### src/rtl/cpu_io_port_pkg.sv
package cpu_io_port_pkg;

    localparam int unsigned PORT_W     = 8;
    localparam int unsigned BANK_W     = 3;
    localparam int unsigned FLOAT_LO   = 6;  // first pinless bit
    localparam int unsigned FLOAT_N    = 2;  // bits 6 and 7
    localparam logic [7:0]  PULLUP_MSK = 8'h17;
    localparam logic [7:0]  RST_DATA   = 8'h3F;
    localparam logic [7:0]  RST_PINS   = 8'h3F;
    localparam int unsigned FORCE_BIT  = 5;

    typedef enum logic [0:0] {
        S_EMPTY = 1'b0,
        S_HELD  = 1'b1
    } cell_state_e;

endpackage

### src/rtl/charge_cell.sv
module charge_cell
    import cpu_io_port_pkg::*;
#(
    parameter int unsigned FALL_CYCLES = 350000,
    localparam int unsigned CNT_W      = $clog2(FALL_CYCLES + 1)
) (
    input  logic clk,
    input  logic rst_n,
    input  logic tick,
    input  logic load,
    input  logic load_val,
    output logic held_o
);

    localparam logic [CNT_W-1:0] CNT_LOAD = CNT_W'(FALL_CYCLES);

    cell_state_e      state_q, state_d;
    logic [CNT_W-1:0] cnt_q;
    logic             val_q;
    logic             t_decay;

    assign t_decay = (state_q == S_HELD) && (cnt_q == '0);

    // next-state logic
    always_comb begin
        state_d = state_q;
        unique case (state_q)
            S_EMPTY: if (load) state_d = S_HELD;
            S_HELD: begin
                if (load)         state_d = S_HELD;   // T_LOAD restarts
                else if (t_decay) state_d = S_EMPTY;  // T_DECAY
            end
            default: state_d = S_EMPTY;
        endcase
    end

    // state register
    always_ff @(posedge clk) begin
        if (!rst_n) state_q <= S_EMPTY;
        else        state_q <= state_d;
    end

    // timer and captured value
    always_ff @(posedge clk) begin
        if (!rst_n) begin
            cnt_q <= '0;
            val_q <= 1'b0;
        end else if (load) begin
            cnt_q <= CNT_LOAD;
            val_q <= load_val;
        end else if (t_decay) begin
            val_q <= 1'b0;
        end else if (state_q == S_HELD && tick) begin
            cnt_q <= cnt_q - 1'b1;
        end
    end

    // outputs: value is visible only while the timer has not run out
    always_comb begin
        unique case (state_q)
            S_HELD:  held_o = val_q && (cnt_q != '0);
            default: held_o = 1'b0;
        endcase
    end

    p_load_captures_r6: assert property (@(posedge clk) disable iff (!rst_n)
        load |=> (state_q == S_HELD) && (cnt_q == CNT_LOAD) && (val_q == $past(load_val)));

    p_decay_clears_r8: assert property (@(posedge clk) disable iff (!rst_n)
        (t_decay && !load) |=> (state_q == S_EMPTY) && !val_q && !held_o);

    p_pause_without_tick_r8: assert property (@(posedge clk) disable iff (!rst_n)
        (state_q == S_HELD && !tick && !load && cnt_q != '0) |=> $stable(cnt_q));

endmodule

### src/rtl/port_regs.sv
module port_regs
    import cpu_io_port_pkg::*;
(
    input  logic              clk,
    input  logic              rst_n,
    input  logic              wr_dir,
    input  logic              wr_data,
    input  logic [PORT_W-1:0] wdata,
    output logic [PORT_W-1:0] dir_q,
    output logic [PORT_W-1:0] data_q,
    output logic [PORT_W-1:0] pins_q
);

    logic [PORT_W-1:0] dir_d, data_d;

    always_comb begin
        dir_d  = wr_dir  ? wdata : dir_q;
        data_d = wr_data ? wdata : data_q;
    end

    always_ff @(posedge clk) begin
        if (!rst_n) begin
            dir_q  <= '0;
            data_q <= RST_DATA;
            pins_q <= RST_PINS;
        end else begin
            dir_q  <= dir_d;
            data_q <= data_d;
            pins_q <= (pins_q & ~dir_d) | (data_d & dir_d);
        end
    end

    p_driven_pins_r3: assert property (@(posedge clk) disable iff (!rst_n)
        ((pins_q ^ data_q) & dir_q) == '0);

    p_input_pins_keep_r3: assert property (@(posedge clk) disable iff (!rst_n)
        (!wr_dir) |=> ((pins_q ^ $past(pins_q)) & ~dir_q) == '0);

endmodule

### src/rtl/cpu_io_port.sv
module cpu_io_port
    import cpu_io_port_pkg::*;
#(
    parameter int unsigned ADDR_W      = 16,
    parameter int unsigned FALL_CYCLES = 350000
) (
    input  logic              clk,
    input  logic              rst_n,
    input  logic              tick,
    input  logic [ADDR_W-1:0] addr,
    input  logic              wr_en,
    input  logic [7:0]        wdata,
    output logic [7:0]        rdata,
    output logic [7:0]        port_pins,
    output logic [2:0]        bank_ctl
);

    localparam logic [ADDR_W-1:0] A_DIR  = ADDR_W'(0);
    localparam logic [ADDR_W-1:0] A_DATA = ADDR_W'(1);

    logic              sel_dir, sel_data;
    logic [PORT_W-1:0] dir_q, data_q, pins_q;
    logic [PORT_W-1:0] drive_or_pull;
    logic [PORT_W-1:0] base_rd, port_rd;
    logic [FLOAT_N-1:0] held;

    assign sel_dir  = (addr == A_DIR);
    assign sel_data = (addr == A_DATA);

    port_regs u_regs (
        .clk     (clk),
        .rst_n   (rst_n),
        .wr_dir  (wr_en && sel_dir),
        .wr_data (wr_en && sel_data),
        .wdata   (wdata),
        .dir_q   (dir_q),
        .data_q  (data_q),
        .pins_q  (pins_q)
    );

    for (genvar g = 0; g < FLOAT_N; g++) begin : g_float
        localparam int unsigned B = FLOAT_LO + g;
        logic ld_from_bus, ld_from_turn, ld, ld_val;

        assign ld_from_bus  = wr_en && sel_data && dir_q[B];
        assign ld_from_turn = wr_en && sel_dir && dir_q[B] && !wdata[B];
        assign ld           = ld_from_bus || ld_from_turn;
        assign ld_val       = ld_from_bus ? wdata[B] : data_q[B];

        charge_cell #(.FALL_CYCLES(FALL_CYCLES)) u_cell (
            .clk      (clk),
            .rst_n    (rst_n),
            .tick     (tick),
            .load     (ld),
            .load_val (ld_val),
            .held_o   (held[g])
        );
    end

    assign drive_or_pull = data_q | ~dir_q;
    assign bank_ctl      = drive_or_pull[BANK_W-1:0];
    assign port_pins     = pins_q;

    always_comb begin
        base_rd = drive_or_pull & (pins_q | PULLUP_MSK);
        if (!dir_q[FORCE_BIT]) base_rd[FORCE_BIT] = 1'b0;
        port_rd = base_rd;
        for (int i = 0; i < FLOAT_N; i++) begin
            if (!dir_q[FLOAT_LO + i]) port_rd[FLOAT_LO + i] = held[i];
        end
    end

    always_comb begin
        if (sel_dir)       rdata = dir_q;
        else if (sel_data) rdata = port_rd;
        else               rdata = '0;
    end

    p_bit5_low_r4: assert property (@(posedge clk) disable iff (!rst_n)
        (sel_data && !dir_q[FORCE_BIT]) |-> !rdata[FORCE_BIT]);

    p_undecoded_quiet_r1: assert property (@(posedge clk) disable iff (!rst_n)
        (wr_en && !sel_dir && !sel_data) |=> $stable(port_pins) && $stable(bank_ctl));

    p_bank_follows_data_r5: assert property (@(posedge clk) disable iff (!rst_n)
        (wr_en && sel_data && (dir_q & 8'h07) == 8'h07) |=> bank_ctl == $past(wdata[2:0]));

endmodule

### config.mk
export PLATFORM = sky130hd
export DESIGN_NAME = cpu_io_port
export DESIGN_NICKNAME = d
export VERILOG_FILES = /design/src/rtl/cpu_io_port_pkg.sv /design/src/rtl/charge_cell.sv /design/src/rtl/port_regs.sv /design/src/rtl/cpu_io_port.sv
export SDC_FILE = /design/constraint.sdc
export NUM_CORES = 1
export LEC_CHECK = 0
export ABC_AREA = 1
export BUFFER_PORTS_ARGS = -buffer_cell sky130_fd_sc_hd__buf_2
export CAP_MARGIN = 20
export CORE_MARGIN = 2
export CORE_UTILIZATION = 30
export CTS_CLUSTER_SIZE = 30
export DETAILED_ROUTE_END_ITERATION = 12
export PLACE_DENSITY_LB_ADDON = 0.2
export SLEW_MARGIN = 10
export SYNTH_ARGS = -nofsm -noshare
export SYNTH_HDL_FRONTEND = slang
export SYNTH_SLANG_ARGS = --single-unit
export TNS_END_PERCENT = 20
### constraint.sdc
create_clock -name clk -period 1.9 [get_ports clk]
set_input_delay 0.38 -clock clk [delete_from_list [all_inputs] [get_ports clk]]
set_output_delay 0.38 -clock clk [all_outputs]
set_load 0.02 [all_outputs]
# After elaboration in Yosys (flattened, before gate mapping)
# Index checks and enable logic that the tools add are counted.
# W data, S select, Z words.
# op_classes
muxes,29
add_sub_neg,2
bitwise,12
eq_ne,3
reduce_logical,33
# op_table
operator,count
$mux W19,6
$logic_not A19 Y1,2
$reduce_bool A19 Y1,2
$sub A19 B1 Y19 const B,2
$mux W8,4
$and A8 B8 Y8,3
$mux W1,17
$eq A16 B1 Y1 const B,1
$logic_not A16 Y1,1
$not A8 Y8,2
$or A8 B8 Y8,2
$logic_and A1 B1 Y1,14
$reduce_and A2 Y1,4
$reduce_bool A2 Y1,4
$not A1 Y1,5
$ne A2 B2 Y1 const B,2
$pmux W1 S2,2
$reduce_or A2 Y1,2
$logic_not A1 Y1,2
$logic_or A1 B1 Y1,2
# word_totals
in_bits,28
output_inout_bits,19
register_bits,66

# Longest topological paths before layout
# logic_depth
depth_word,7
ltp_mapped,12

# Cells and area by module
# From an unflattened synthesis, not the netlist that was laid out.
# unflattened
hier_cells,625
hier_area_um2,3921.3
# modules_own_cells
module,seq_area_each_um2,area_each_um2,instances,cells_per_inst
charge_cell,420.4,1311.3,2,211
port_regs,480.5,937.1,1,124
cpu_io_port,0.0,361.6,1,79

# Worst setup path before layout
# OpenSTA, ideal clock, no wires.
# synth_timing
kind,input-to-output
startpoint,input addr[15]
endpoint,output rdata[5]
cell_stages,7
required_time_ns,1.520
arrival_ns,1.541
path_slack_ns,-0.021
path_buffers,0
path_cell_list,nor2_1 nand2_1 nor2_4 nand2_1 inv_1 nand3_1 a21boi_0
# synth_via
elab_chain_len,3
word_cells_on_any_way,4
# synth_lines
item,line_no,rtl
start: declaration,cpu_io_port.sv:10,"input logic [ADDR_W-1:0] addr,"
$eq A16 B1 Y1,cpu_io_port.sv:28,assign sel_data = (addr == A_DATA);
$mux W8,cpu_io_port.sv:75,else if (sel_data) rdata = port_rd;
$mux W8 (*),cpu_io_port.sv:74,if (sel_dir) rdata = dir_q;
end: declaration,cpu_io_port.sv:13,"output logic [7:0] rdata,"
# Mark *: on every way between the ends. The rest lies on a longest branch, timed or not.

# Final worst setup path
# layout_timing
startpoint,register g_float[0].u_cell.cnt_q[0]
endpoint,output rdata[6]
# layout_via
elab_chain_len,6
# layout_lines
item,line_no,rtl
start: declaration,charge_cell.sv:18,logic [CNT_W-1:0] cnt_q;
start signal: assignment,charge_cell.sv:54,cnt_q <= cnt_q - 1'b1;
$reduce_bool A19 Y1,charge_cell.sv:61,S_HELD: held_o = val_q && (cnt_q != '0);
$logic_and A1 B1 Y1,charge_cell.sv:61,
$mux W1,charge_cell.sv:60,unique case (state_q)
$mux W1,cpu_io_port.sv:69,if (!dir_q[FLOAT_LO + i]) port_rd[FLOAT_LO + i] = held[i];
$mux W8,cpu_io_port.sv:75,
$mux W8,cpu_io_port.sv:74,
# No other way between the ends.

==> impl_results.html <==
<table>
<tr><th>Metric</th><th>Value</th></tr>
<tr><th colspan="2">Worst setup path</th></tr>
<tr><td>Biggest fanout along the worst timing path</td><td>4</td></tr>
<tr><td>Crit Path Class</td><td>flop to output port</td></tr>
<tr><td>Ordered list of cells on the worst path</td><td>inv_2, ha_4, nand2_4, nor2_4, nand3_2, nand2_2, o21ai_2, nand3_2, o21ai_2, buf_6</td></tr>
<tr><td>Signal arrival time at the worst endpoint</td><td>1580 ps</td></tr>
<tr><td>Master of the slowest instance on the critical path</td><td>sky130_fd_sc_hd__dfxtp_2</td></tr>
<tr><td>Register-to-register setup slack</td><td>190 ps</td></tr>
<tr><td>Reg2Reg Capture Point</td><td>g_float[0].u_cell.cnt_q[12]$_SDFFE_PN0P_</td></tr>
<tr><td>Worst r2r path cells</td><td>9</td></tr>
<tr><td>Worst endpoint required time</td><td>1520 ps</td></tr>
<tr><td>Reg-to-reg startpoint</td><td>g_float[0].u_cell.cnt_q[5]$_SDFFE_PN0P_</td></tr>
<tr><td>CP Buf/Inv Count</td><td>2</td></tr>
<tr><td>Endpoint class of the critical path</td><td>output port</td></tr>
<tr><td>Worst stage delay on the critical path</td><td>330 ps</td></tr>
<tr><td>Worst setup SP type</td><td>flop</td></tr>
<tr><td>Top Family by Delay on Critical Path</td><td>simple AND/OR/NAND/NOR gates</td></tr>
<tr><th colspan="2">Cells and area</th></tr>
<tr><td>Most frequent cells in the layout</td><td>sky130_fd_sc_hd__nand2_1, sky130_fd_sc_hd__inv_1, sky130_fd_sc_hd__nor2_1</td></tr>
<tr><td>Ratio of cells with drive above 1 in the final layout</td><td>26.10%</td></tr>
<tr><td>Antenna cell count</td><td>0</td></tr>
<tr><td>Post-layout instance area</td><td>4961 sq um</td></tr>
<tr><td>Fill count</td><td>1,323</td></tr>
<tr><td>Most common library cell in the layout ignoring fill and taps</td><td>sky130_fd_sc_hd__nand2_1</td></tr>
<tr><td>Total Nets Final</td><td>707</td></tr>
<tr><td>Layout Area Growth over Synthesis</td><td>31.99%</td></tr>
<tr><th colspan="2">Floorplanning</th></tr>
<tr><td>Standard-cell rows</td><td>40</td></tr>
<tr><td>Core area</td><td>12,110 sq um</td></tr>
<tr><td>Initial core utilization</td><td>31.03%</td></tr>
<tr><td>Die height</td><td>115.9 um</td></tr>
<tr><td>Top-Level Pins</td><td>47</td></tr>
<tr><td>Die Wd</td><td>115.9 um</td></tr>
<tr><td>Die area</td><td>13,440 sq um</td></tr>
<tr><th colspan="2">Placed design</th></tr>
<tr><td>Port-buffer cells</td><td>46</td></tr>
<tr><td>Pre-CTS setup slack</td><td>-111.2 ps</td></tr>
<tr><td>Detailed placement HPWL</td><td>6984 um</td></tr>
<tr><td>Placement Cell Area</td><td>4424 sq um</td></tr>
<tr><td>RePlAce Congestion</td><td>0.8203</td></tr>
<tr><th colspan="2">Clock network</th></tr>
<tr><td>Clk sinks</td><td>66</td></tr>
<tr><td>Clock root buffer</td><td>sky130_fd_sc_hd__clkbuf_16</td></tr>
<tr><td>Max H-tree Level</td><td>3</td></tr>
<tr><td>Clock latency reported for the late side of the worst-skew pair</td><td>330 ps</td></tr>
<tr><td>Clock tree from TritonCTS</td><td>yes</td></tr>
<tr><td>Number of buffers created by CTS</td><td>9</td></tr>
<tr><td>Post-CTS clock slew at the launch and capture registers of the worst setup and hold paths</td><td>60 ps</td></tr>
<tr><td>Longest Clk Path Bufs</td><td>2</td></tr>
<tr><th colspan="2">Worst hold path</th></tr>
<tr><td>Depth of the worst hold-timing path</td><td>2</td></tr>
<tr><td>Startpoint of the most critical hold path</td><td>rst_n</td></tr>
<tr><td>Worst Hold Class</td><td>primary input to flop</td></tr>
<tr><th colspan="2">STA</th></tr>
<tr><td>Max-slew headroom</td><td>64.60%</td></tr>
<tr><td>Maximum clock skew at final layout</td><td>6.583 ps</td></tr>
<tr><td>Time the worst path needs with I/O delays and setup</td><td>1955 ps</td></tr>
<tr><td>Final critical-path share of the clock period</td><td>102.9%</td></tr>
<tr><td>Worst Max-Slew Pin Slew</td><td>527.0 ps</td></tr>
<tr><td>Setup WS post-layout</td><td>-55.23 ps</td></tr>
<tr><td>Count of final max-slew check failures</td><td>0</td></tr>
<tr><td>Final-report setup violation count</td><td>3</td></tr>
<tr><td>Unrepaired setup endpoints after global routing</td><td>yes</td></tr>
<tr><td>Highest attainable clock frequency</td><td>511.4 MHz</td></tr>
<tr><td>Hold violation total from the final report</td><td>0</td></tr>
<tr><th colspan="2">Pwr</th></tr>
<tr><td>Power Density</td><td>675.1 nW/um^2</td></tr>
<tr><td>Leakage power figure</td><td>2.463 nW</td></tr>
<tr><td>Maximum vdd ir drop</td><td>0.3399 mV</td></tr>
<tr><th colspan="2">Route</th></tr>
<tr><td>Routed via count divided by cell count</td><td>4.492</td></tr>
<tr><td>Final routed DRC violation total</td><td>0</td></tr>
<tr><td>Number of iterations in the first detailed-routing pass</td><td>5</td></tr>
<tr><td>Count of routing violations after the opening detailed-route iteration</td><td>155</td></tr>
<tr><td>Routed WL</td><td>9479 um</td></tr>
<tr><td>Routed wire length per instance</td><td>11.15 um</td></tr>
<tr><td>Count of nets left with antenna violations after detail routing</td><td>0</td></tr>
<tr><td>DR vias</td><td>3,818</td></tr>
<tr><th colspan="2">Yosys</th></tr>
<tr><td>Cell area after technology mapping</td><td>3759 sq um</td></tr>
<tr><td>Number of library cell types mapped by synthesis</td><td>34</td></tr>
<tr><td>Share of the yosys chip area belonging to registers</td><td>35.15%</td></tr>
<tr><td>Synth Instances</td><td>590</td></tr>
<tr><td>Mean post-synth cell area</td><td>6.371 sq um</td></tr>
<tr><td>Mapped Nets</td><td>620</td></tr>
<tr><td>Yosys warnings</td><td>0</td></tr>
<tr><td>Post-synthesis register bit count</td><td>66</td></tr>
<tr><th colspan="2">Global routing</th></tr>
<tr><td>Wire length of the first global-routing pass</td><td>15,880 um</td></tr>
<tr><td>Vias in the first global route</td><td>3,596</td></tr>
<tr><td>Total global routing overflow</td><td>0</td></tr>
<tr><td>Overall Global Routing Usage</td><td>14.87%</td></tr>
<tr><td>Maximum number of pins on one net before global-route repair</td><td>16</td></tr>
<tr><td>Number of antenna violations at the first check in global routing</td><td>0</td></tr>
<tr><th colspan="2">Run</th></tr>
<tr><td>MaxCap Viol Count</td><td>0</td></tr>
<tr><th colspan="2">Run status</th></tr>
<tr><td>Failing checks</td><td>setup timing</td></tr>
<tr><td>Status</td><td>finished with violations</td></tr>
</table>
-- synthesized netlist by cell type (all sizes together) --
library cell / instances / area [sq um]
nor3: 7 / 35.03
clkbuf: 5 / 18.77
inv: 89 / 334.1
xnor2: 4 / 35.03
dfxtp: 66 / 1321
xor2: 7 / 61.31
and2: 2 / 12.51
o21a: 1 / 7.510
nand4: 21 / 152.6
or2: 8 / 50.05
a21boi: 1 / 7.510
a21oi: 29 / 145.1
clkinv: 1 / 3.750
o21ai: 32 / 182.7
a22o: 3 / 26.28
nand3: 52 / 270.3
ha: 2 / 25.02
buf: 10 / 81.32
nor2: 91 / 379.1
nand2: 159 / 609.3
-- worst max-delay path by stage --
stage                                                        from  endpoint  cells after the start
after floorplan           g_float[0].u_cell.cnt_q[0]$_SDFFE_PP0P_  rdata[6]                      9
after global placement                                    addr[7]  rdata[6]                      9
after detailed placement                                  addr[3]  rdata[6]                      9
after CTS                 g_float[0].u_cell.cnt_q[5]$_SDFFE_PN0P_  rdata[6]                      9
after global routing      g_float[1].u_cell.cnt_q[0]$_SDFFE_PP0P_  rdata[7]                      9
final                     g_float[0].u_cell.cnt_q[0]$_SDFFE_PP0P_  rdata[6]                     10
-- routing by layer --
| layer | up-vias | track usage, % | part of all wire (%) |
|---|---|---|---|
| li1 | 2033 | - | - |
| met1 | 1723 | 18.78 | 49 |
| met2 | 53 | 24.72 | 46 |
| met3 | 9 | 3.452 | 3.5 |
| met4 | 0 | 5.635 | 1.3 |
| met5 | - | 0 | 0 |
-- cell families after synthesis --
group | Yosys count | synth area share (%)
adders and majority gates | 2 | 0.6657
and+or+nand+nor | 340 | 40.15
AOI/OAI and AO/OA | 66 | 9.820
buffers and inverters | 105 | 11.65
DFF | 66 | 35.15
xor gates and xnor gates | 11 | 2.563
-- repair_timing --
action	4_1_cts	5_1_grt
buffers inserted	3	2
cloned	0	0
pin swaps	14	8
hold buffers	0	0
resized for setup	32	27
endpoints found under the setup margin	6	8
-- per-stage QoR --
step / TNS, ps / total power [mW] / std cells / util, % / hold slack, ps
2_1_floorplan: 0 / 1.448 / 590 / - / 443.4
3_3_place_gp: -192.4 / 1.503 / 829 / 36.53 / 435.1
3_5_place_dp: -230.2 / 1.504 / 829 / 36.53 / 450.3
4_1_cts: -191.5 / 3.402 / 848 / 40.23 / 374.9
5_1_grt: -467.9 / 3.464 / 850 / 40.96 / 380.1
6_report: -105.1 / 3.349 / 850 / 40.96 / 376.6
-- power by group --
group          internal, mW  switching (mW)  leakage [nW]
sequential             1.38      0.00000545         0.536
clock                  1.25           0.621         0.165
combinational        0.0374          0.0532          1.76
total                  2.68           0.674          2.46
-- final cells by class --
type	count	area, sq um	area share, %
Inverter	90	342.8	6.910
Timing Repair Buffer	91	615.6	12.41
Tap cell	168	210.2	4.237
Sequential cell	66	1331	26.83
Clock buffer	12	266.5	5.372
Clock inverter	4	72.57	1.463
Multi-Input combinational cell	419	2122	42.77
(Power assumes the default switching activity.)
